==> config.mk <==
export PLATFORM = sky130hd
export DESIGN_NAME = cfgwin_decoder
export DESIGN_NICKNAME = d
export VERILOG_FILES = /design/src/rtl/cfgwin_pkg.sv /design/src/rtl/cfgwin_regfile.sv /design/src/rtl/cfgwin_decode.sv /design/src/rtl/cfgwin_match.sv /design/src/rtl/cfgwin_decoder.sv
export SDC_FILE = /design/constraint.sdc
export NUM_CORES = 1
export LEC_CHECK = 0
export ABC_AREA = 1
export CAP_MARGIN = 0
export CORE_UTILIZATION = 40
export CTS_CLUSTER_SIZE = 25
export DETAILED_ROUTE_END_ITERATION = 10
export PLACE_DENSITY = 0.82
export SYNTH_ARGS = -nofsm -noshare
export SYNTH_HDL_FRONTEND = slang
export SYNTH_SLANG_ARGS = --single-unit
export TNS_END_PERCENT = 30
==> constraint.sdc <==
create_clock -name clk -period 26.2 [get_ports clk]
set_clock_uncertainty 0.1 [all_clocks]
set_input_delay 5.24 -clock clk [delete_from_list [all_inputs] [get_ports clk]]
set_output_delay 5.24 -clock clk [all_outputs]
set_load 0.01 [all_outputs]
==> src/rtl/cfgwin_pkg.sv <==
package cfgwin_pkg;

  localparam int EN_BIT  = 0;
  localparam int SZ_LO   = 1;
  localparam int SZ_HI   = 2;
  localparam int BASE_LO = 26;
  localparam int BASE_HI = 35;

  typedef enum logic [1:0] {
    SZ_256M = 2'b00,
    SZ_128M = 2'b01,
    SZ_64M  = 2'b10,
    SZ_RSVD = 2'b11
  } size_code_e;

  // log2 of the window length in bytes; 0 marks the reserved code
  function automatic int unsigned size_log2(size_code_e code);
    case (code)
      SZ_256M: return 28;
      SZ_128M: return 27;
      SZ_64M:  return 26;
      default: return 0;
    endcase
  endfunction

endpackage

==> src/rtl/cfgwin_regfile.sv <==
module cfgwin_regfile
  import cfgwin_pkg::*;
#(
  parameter int                CFG_AW    = 8,
  parameter int                CFG_DW    = 32,
  parameter int                REG_W     = 64,
  parameter int unsigned       REG_WORD  = 8'h18,
  parameter logic [REG_W-1:0]  RESET_VAL = 64'h0000_0000_B000_0000
) (
  input  logic              clk,
  input  logic              rst,
  input  logic              cfg_we,
  input  logic [CFG_AW-1:0] cfg_waddr,
  input  logic [CFG_DW-1:0] cfg_wdata,
  input  logic [CFG_DW/8-1:0] cfg_be,
  input  logic [CFG_AW-1:0] cfg_raddr,
  output logic [CFG_DW-1:0] cfg_rdata,
  output logic [REG_W-1:0]  reg_next,
  output logic              reg_upd
);

  localparam int LANES_PER_WORD = CFG_DW / 8;
  localparam int WORDS          = REG_W / CFG_DW;
  localparam int REG_LANES      = REG_W / 8;
  localparam logic [REG_W-1:0] FIELD_MASK =
      (({REG_W{1'b1}} >> (REG_W - BASE_HI - 1)) & ({REG_W{1'b1}} << BASE_LO))
      | REG_W'(1 << EN_BIT) | REG_W'(3 << SZ_LO);

  logic [REG_W-1:0] reg_q;
  logic [REG_W-1:0] merged;
  logic [WORDS-1:0] word_sel;
  logic [CFG_DW-1:0] rd_mux [WORDS+1];

  // one select per configuration word covered by the register
  for (genvar w = 0; w < WORDS; w++) begin : g_wsel
    assign word_sel[w] = cfg_we && (cfg_waddr == CFG_AW'(REG_WORD + w));
  end

  // byte-lane merge of the incoming write data
  for (genvar b = 0; b < REG_LANES; b++) begin : g_lane
    localparam int WI = b / LANES_PER_WORD;
    localparam int LI = b % LANES_PER_WORD;
    logic take;
    assign take = word_sel[WI] && cfg_be[LI];
    assign merged[b*8 +: 8] = take ? cfg_wdata[LI*8 +: 8] : reg_q[b*8 +: 8];
  end

  assign reg_upd  = (|word_sel) && (|cfg_be);
  assign reg_next = merged & FIELD_MASK;

  always_ff @(posedge clk) begin
    if (rst) begin
      reg_q <= RESET_VAL & FIELD_MASK;
    end else if (reg_upd) begin
      reg_q <= reg_next;
    end
  end

  // read mux chain over the register words
  assign rd_mux[0] = '0;
  for (genvar w = 0; w < WORDS; w++) begin : g_rd
    assign rd_mux[w+1] = (cfg_raddr == CFG_AW'(REG_WORD + w))
                         ? reg_q[w*CFG_DW +: CFG_DW] : rd_mux[w];
  end

  always_ff @(posedge clk) begin
    if (rst) begin
      cfg_rdata <= '0;
    end else begin
      cfg_rdata <= rd_mux[WORDS];
    end
  end

  // the register moves only on an overlapping write
  a_r8_reg_holds: assert property (@(posedge clk) disable iff (rst)
    (!$past(reg_upd) && !$past(rst)) |-> $stable(reg_q));

  // bits outside the fields never become set
  a_r8_fields_only: assert property (@(posedge clk) disable iff (rst)
    (reg_q & ~FIELD_MASK) == '0);

endmodule

==> src/rtl/cfgwin_decode.sv <==
module cfgwin_decode
  import cfgwin_pkg::*;
#(
  parameter int                REG_W     = 64,
  parameter int                LEN_W     = 32,
  parameter int                HOLE_W    = 32,
  parameter logic [REG_W-1:0]  RESET_VAL = 64'h0000_0000_B000_0000
) (
  input  logic              clk,
  input  logic              rst,
  input  logic [REG_W-1:0]  reg_next,
  input  logic              reg_upd,
  output logic              en_q,
  output logic [REG_W-1:0]  mask_q,
  output logic [REG_W-1:0]  base_q,
  output logic [LEN_W-1:0]  len_q,
  output logic [HOLE_W-1:0] hole_q
);

  localparam logic [HOLE_W-1:0] HOLE_DEFAULT = RESET_VAL[HOLE_W-1:0];

  logic [REG_W-1:0]  src;
  size_code_e        code;
  int unsigned       lg;
  logic              valid;
  logic              en_d;
  logic [LEN_W-1:0]  len_d;
  logic [REG_W-1:0]  mask_d;
  logic [REG_W-1:0]  base_d;
  logic [HOLE_W-1:0] hole_d;

  // reset writes the default value, then the same decode runs on it
  assign src   = rst ? RESET_VAL : reg_next;
  assign code  = size_code_e'(src[SZ_HI:SZ_LO]);
  assign lg    = size_log2(code);
  assign valid = (code != SZ_RSVD);

  always_comb begin
    en_d   = src[EN_BIT] && valid;
    len_d  = valid ? (LEN_W'(1) << lg) : '0;
    mask_d = valid ? ({REG_W{1'b1}} << lg) : '0;
    base_d = src & mask_d;
    hole_d = en_d ? (base_d[HOLE_W-1:0] + HOLE_W'(len_d)) : HOLE_DEFAULT;
  end

  always_ff @(posedge clk) begin
    if (rst || reg_upd) begin
      en_q   <= en_d;
      len_q  <= len_d;
      mask_q <= mask_d;
      base_q <= base_d;
      hole_q <= hole_d;
    end
  end

  // decoded state holds unless a write overlapped the register
  a_r9_hold_without_write: assert property (@(posedge clk) disable iff (rst)
    (!$past(reg_upd) && !$past(rst)) |->
      ($stable(en_q) && $stable(base_q) && $stable(len_q) && $stable(hole_q)));

  // a decoded length is a single power of two or zero
  a_r2_len_pow2: assert property (@(posedge clk) disable iff (rst)
    $onehot0(len_q));

endmodule

==> src/rtl/cfgwin_match.sv <==
module cfgwin_match #(
  parameter int ADDR_W = 64
) (
  input  logic              clk,
  input  logic              rst,
  input  logic              probe_valid,
  input  logic [ADDR_W-1:0] probe_addr,
  input  logic              en,
  input  logic [ADDR_W-1:0] mask,
  input  logic [ADDR_W-1:0] base,
  output logic              hit_q
);

  logic in_window;

  assign in_window = en && ((probe_addr & mask) == base);

  always_ff @(posedge clk) begin
    if (rst) begin
      hit_q <= 1'b0;
    end else begin
      hit_q <= probe_valid && in_window;
    end
  end

  // a hit only follows a valid probe
  a_r5_hit_needs_probe: assert property (@(posedge clk) disable iff (rst)
    hit_q |-> $past(probe_valid));

endmodule

==> src/rtl/cfgwin_decoder.sv <==
module cfgwin_decoder #(
  parameter int               CFG_AW      = 8,
  parameter int               CFG_DW      = 32,
  parameter int               ADDR_W      = 64,
  parameter int               LEN_W       = 32,
  parameter int               HOLE_W      = 32,
  parameter int unsigned      REG_WORD    = 8'h18,
  parameter logic [ADDR_W-1:0] DEFAULT_BASE = 64'h0000_0000_B000_0000
) (
  input  logic                clk,
  input  logic                rst,
  input  logic                cfg_we,
  input  logic [CFG_AW-1:0]   cfg_waddr,
  input  logic [CFG_DW-1:0]   cfg_wdata,
  input  logic [CFG_DW/8-1:0] cfg_be,
  input  logic [CFG_AW-1:0]   cfg_raddr,
  output logic [CFG_DW-1:0]   cfg_rdata,
  input  logic                probe_valid,
  input  logic [ADDR_W-1:0]   probe_addr,
  output logic                probe_hit,
  output logic                win_en,
  output logic [ADDR_W-1:0]   win_base,
  output logic [LEN_W-1:0]    win_len,
  output logic [HOLE_W-1:0]   hole_start
);

  logic [ADDR_W-1:0] reg_next;
  logic              reg_upd;
  logic [ADDR_W-1:0] win_mask;

  cfgwin_regfile #(
    .CFG_AW   (CFG_AW),
    .CFG_DW   (CFG_DW),
    .REG_W    (ADDR_W),
    .REG_WORD (REG_WORD),
    .RESET_VAL(DEFAULT_BASE)
  ) u_regfile (
    .clk      (clk),
    .rst      (rst),
    .cfg_we   (cfg_we),
    .cfg_waddr(cfg_waddr),
    .cfg_wdata(cfg_wdata),
    .cfg_be   (cfg_be),
    .cfg_raddr(cfg_raddr),
    .cfg_rdata(cfg_rdata),
    .reg_next (reg_next),
    .reg_upd  (reg_upd)
  );

  cfgwin_decode #(
    .REG_W    (ADDR_W),
    .LEN_W    (LEN_W),
    .HOLE_W   (HOLE_W),
    .RESET_VAL(DEFAULT_BASE)
  ) u_decode (
    .clk     (clk),
    .rst     (rst),
    .reg_next(reg_next),
    .reg_upd (reg_upd),
    .en_q    (win_en),
    .mask_q  (win_mask),
    .base_q  (win_base),
    .len_q   (win_len),
    .hole_q  (hole_start)
  );

  cfgwin_match #(
    .ADDR_W(ADDR_W)
  ) u_match (
    .clk        (clk),
    .rst        (rst),
    .probe_valid(probe_valid),
    .probe_addr (probe_addr),
    .en         (win_en),
    .mask       (win_mask),
    .base       (win_base),
    .hit_q      (probe_hit)
  );

  // no hit unless the window was enabled at the sampling edge
  a_r3_hit_needs_enable: assert property (@(posedge clk) disable iff (rst)
    probe_hit |-> $past(win_en));

  // an enabled window always has a length
  a_r1_enable_has_len: assert property (@(posedge clk) disable iff (rst)
    win_en |-> (win_len != '0));

  // the base is aligned to the window length
  a_r4_base_aligned: assert property (@(posedge clk) disable iff (rst)
    (win_base & (ADDR_W'(win_len) - ADDR_W'(1))) == '0);

  // right after reset the window is off and the hole sits at the default
  a_r7_reset_state: assert property (@(posedge clk) disable iff (rst)
    $past(rst) |-> (!win_en && hole_start == DEFAULT_BASE[HOLE_W-1:0]));

endmodule

==> results.json <==
{
  "outcome": "completed",
  "hold_viol": 0,
  "hold_path.class": "flop to flop",
  "postCtsSetupRepairBufs": 0,
  "grt_pass1_wl_mm": 17.7,
  "critPathMaxStageDelay_ns": 0.46,
  "place_area_um2": 7140,
  "fin_util_pct": 58.6,
  "fin_crit_ns": 8.79,
  "power_density_nw_per_um2": 49.3,
  "crit_buf_inv": 5,
  "ys_warn_count": 0,
  "die_area_um2": 13500,
  "clockBufferDepth": 2,
  "grt_setup_unrepaired": "no",
  "vias_per_cell": 4.26,
  "syn_area_per_cell_um2": 10.5,
  "synth_edf_count": 85,
  "area_growth_syn_to_layout_pct": 42.3,
  "grtUsageTotal_pct": 17.6,
  "dp.cells": 888,
  "clock_latency_ns": 0.34,
  "synth_cell_types": 37,
  "drt_first_iter_violations": 146,
  "io_pins": 282,
  "power_switching_mw": 0.0827,
  "cp-start-kind": "input pin",
  "leakage_nw": 3.05,
  "numCtsBuffers": 9,
  "synthFlopType": "edfxtp_1",
  "io_buffers": 186,
  "design_area_um2": 7420,
  "start_util_pct": 41.2,
  "grt_pass1_vias": 3588,
  "seq_area_um2": 3030,
  "setup_viol": 0,
  "dp_hpwl_mm": 9.73,
  "fin_crit_sh_pct": 33.5,
  "cts_max_level": 3,
  "remaining_drc_errors": 0,
  "wl_mm": 12.3,
  "relSlewSlack_pct": 26.5,
  "detail-route-antenna-nets": 0,
  "grt_start_max_net_pins": 86,
  "critPathMaxFanout": 6,
  "diodes": 0,
  "post-synth-top-area-fraction_pct": 48.9,
  "tightest_slew_ns": 1.10,
  "grt_overflow": 0,
  "cap_violations": 0,
  "clk_pin_slew_ns": 0.07,
  "cts_sinks": 109,
  "swShare_pct": 22.6,
  "slowest_stage": "clkdlybuf4s50_1",
  "drive_above_1_share_pct": 5.87,
  "cp-end-kind": "flop",
  "pwr-share-comb_pct": 12.4,
  "dieWidth_um": 116,
  "wl_per_cell_um": 13.6,
  "multi_input_area_um2": 1820,
  "ir_worst_vdd_mv": 0.0249,
  "nFillCells": 1103,
  "fp-row-count": 41,
  "clkPwrFrac_pct": 34.2,
  "cp.required_ns": 26.18,
  "slew_viol_final": 0,
  "cts_resized": 0,
  "max_freq_mhz": 114,
  "ys_seq_elements": 109,
  "synth_cells": 498,
  "setup_slack_ns": 17.41,
  "fp.dieH_um": 116,
  "postCtsHoldBufs": 0,
  "nets": 863,
  "path_class": "input pin to flop",
  "root_buffer": "clkbuf_16",
  "p_seq_share_pct": 53.4,
  "antenna_found_initial": 0,
  "synthesis.area_um2": 5220,
  "synthArstFlopShare_pct": 0,
  "place_congestion": 0.754,
  "internal_power_mw": 0.283,
  "core_area_um2": 12700,
  "place_ws_ns": 17.06,
  "setup_tns_ns": 0,
  "fin_cells": 904,
  "cts_tree": "yes",
  "crit_chain": "clkdlybuf4s50_1 -> or2_2 -> nor3_1 -> nand3_1 -> o21ai_0 -> nor2_1 -> ha_1 -> inv_1 -> nand2_1 -> nor2_1 -> inv_1 -> nor2_1 -> ha_1 -> nand2_1 -> inv_1 -> nand2_1 -> nand4_1 -> nand2_1 -> inv_1 -> nand3_1 -> nand3_1",
  "dr_total_vias": 3847,
  "crit_family": "simple AND/OR/NAND/NOR gates",
  "cp_data_arrival_time_ns": 8.77,
  "synth_area_leaders": "edfxtp_1 49%, buf_4 11%, dfxtp_1 9.2%, nor2_1 5.3%, nand2_1 4.7%",
  "dr.pass1.iters": 4,
  "seq_area_frac_synth_pct": 58.2,
  "netlist.top_cell.by_area": "edfxtp_1"
}
==> state kept, by name, indices dropped and copies added, names as in the netlist <==
signal and count:
u_decode.len_q 32, u_decode.en_q 1, u_regfile.reg_q 13, u_decode.mask_q 7
u_match.hit_q 1, u_regfile.cfg_rdata 10, u_decode.hole_q 32, u_decode.base_q 13
==> final cells by class <==
class                      instances  share of cell area, %
sequential                       109                   40.9
timing repair buffer             187                   25.2
multi-input combinational        365                   24.5
clock buffer                      10                   3.09
tap                              172                   2.90
inverter                          55                   2.78
clock inverter                     6                  0.675
==> layer usage <==
metal	global-route usage, %	wire length (µm)	up-vias
met5	0	0	-
met2	32.9	6560	173
met1	19.3	4540	1741
met4	7.44	204	0
li1	-	-	1917
met3	3.79	960	16
==> power groups by stage <==
stage	clock (mW)	combinational, mW	sequential (mW)
final	0.125	0.0452	0.195
after CTS	0.127	0.0452	0.195
after global routing	0.134	0.0494	0.196
after detailed placement	0	0.0451	0.199
after global placement	0	0.0448	0.199
after floorplan	0	0.0202	0.204
==> cells in the mapped netlist (6+ instances only) <==
cell and instances:
a21oi_1 6, buf_4 74, dfxtp_1 24, edfxtp_1 85
ha_1 15, inv_1 49, nand2_1 65, nand3_1 14
nand4_1 6, nor2_1 74, nor3_1 11, nor4_1 6
o21ai_0 15, xor2_1 8
==> through the flow <==
| stage | power, mW | hold slack [ns] |
|---|---|---|
| after floorplan | 0.224 | 0.308 |
| after global routing | 0.379 | 0.372 |
| final | 0.366 | 0.339 |
| after global placement | 0.243 | 0.325 |
| after CTS | 0.368 | 0.341 |
| after detailed placement | 0.244 | 0.327 |
==> tightest hold or removal path, delay by kind of cell, from the launching register on <==
| family | cells | cell delay (ns) |
|---|---|---|
| DFF | 1 | 0.30 |
| and+or+nand+nor | 1 | 0.04 |
| buffers and inverters | 1 | 0.06 |
==> logic make-up after synthesis <==
logic type / synth area share (%)
buffers and inverters: 15.0
AND/OR/NAND/NOR: 17.1
adder cells (fa/ha/maj): 3.98
flip-flops: 58.2
other: 0.144
AO/OA/AOI/OAI: 3.96
XOR/XNOR: 1.68
==> worst paths after layout <==
| kind | from | endpoint | slack (ns) | cells past startpoint |
|---|---|---|---|---|
| max reg2reg | u_regfile.reg_q[1] | u_decode.hole_q[30] | 22.98 | 15 |
| min | u_regfile.reg_q[26] | u_regfile.cfg_rdata[26] | 0.34 | 2 |
| max | cfg_waddr[0] | u_decode.hole_q[31] | 17.41 | 21 |
| min reg2reg | u_regfile.reg_q[26] | u_regfile.cfg_rdata[26] | 0.34 | 2 |
==> cell usage in the layout, fill, tap and decap left out, types with 6 or more instances in the layout <==
cell type        instances
dfxtp_1                 24
nand2_1                 65
xor2_1                   8
clkbuf_16                9
nor4_1                   6
conb_1                 110
nand4_1                  6
ha_1                    15
nor3_1                  11
inv_1                   49
nor2_1                  74
o21ai_0                 14
clkdlybuf4s50_1        186
nand3_1                 14
a21oi_1                  6
edfxtp_1                85
Power figures use the tool's default switching activity.
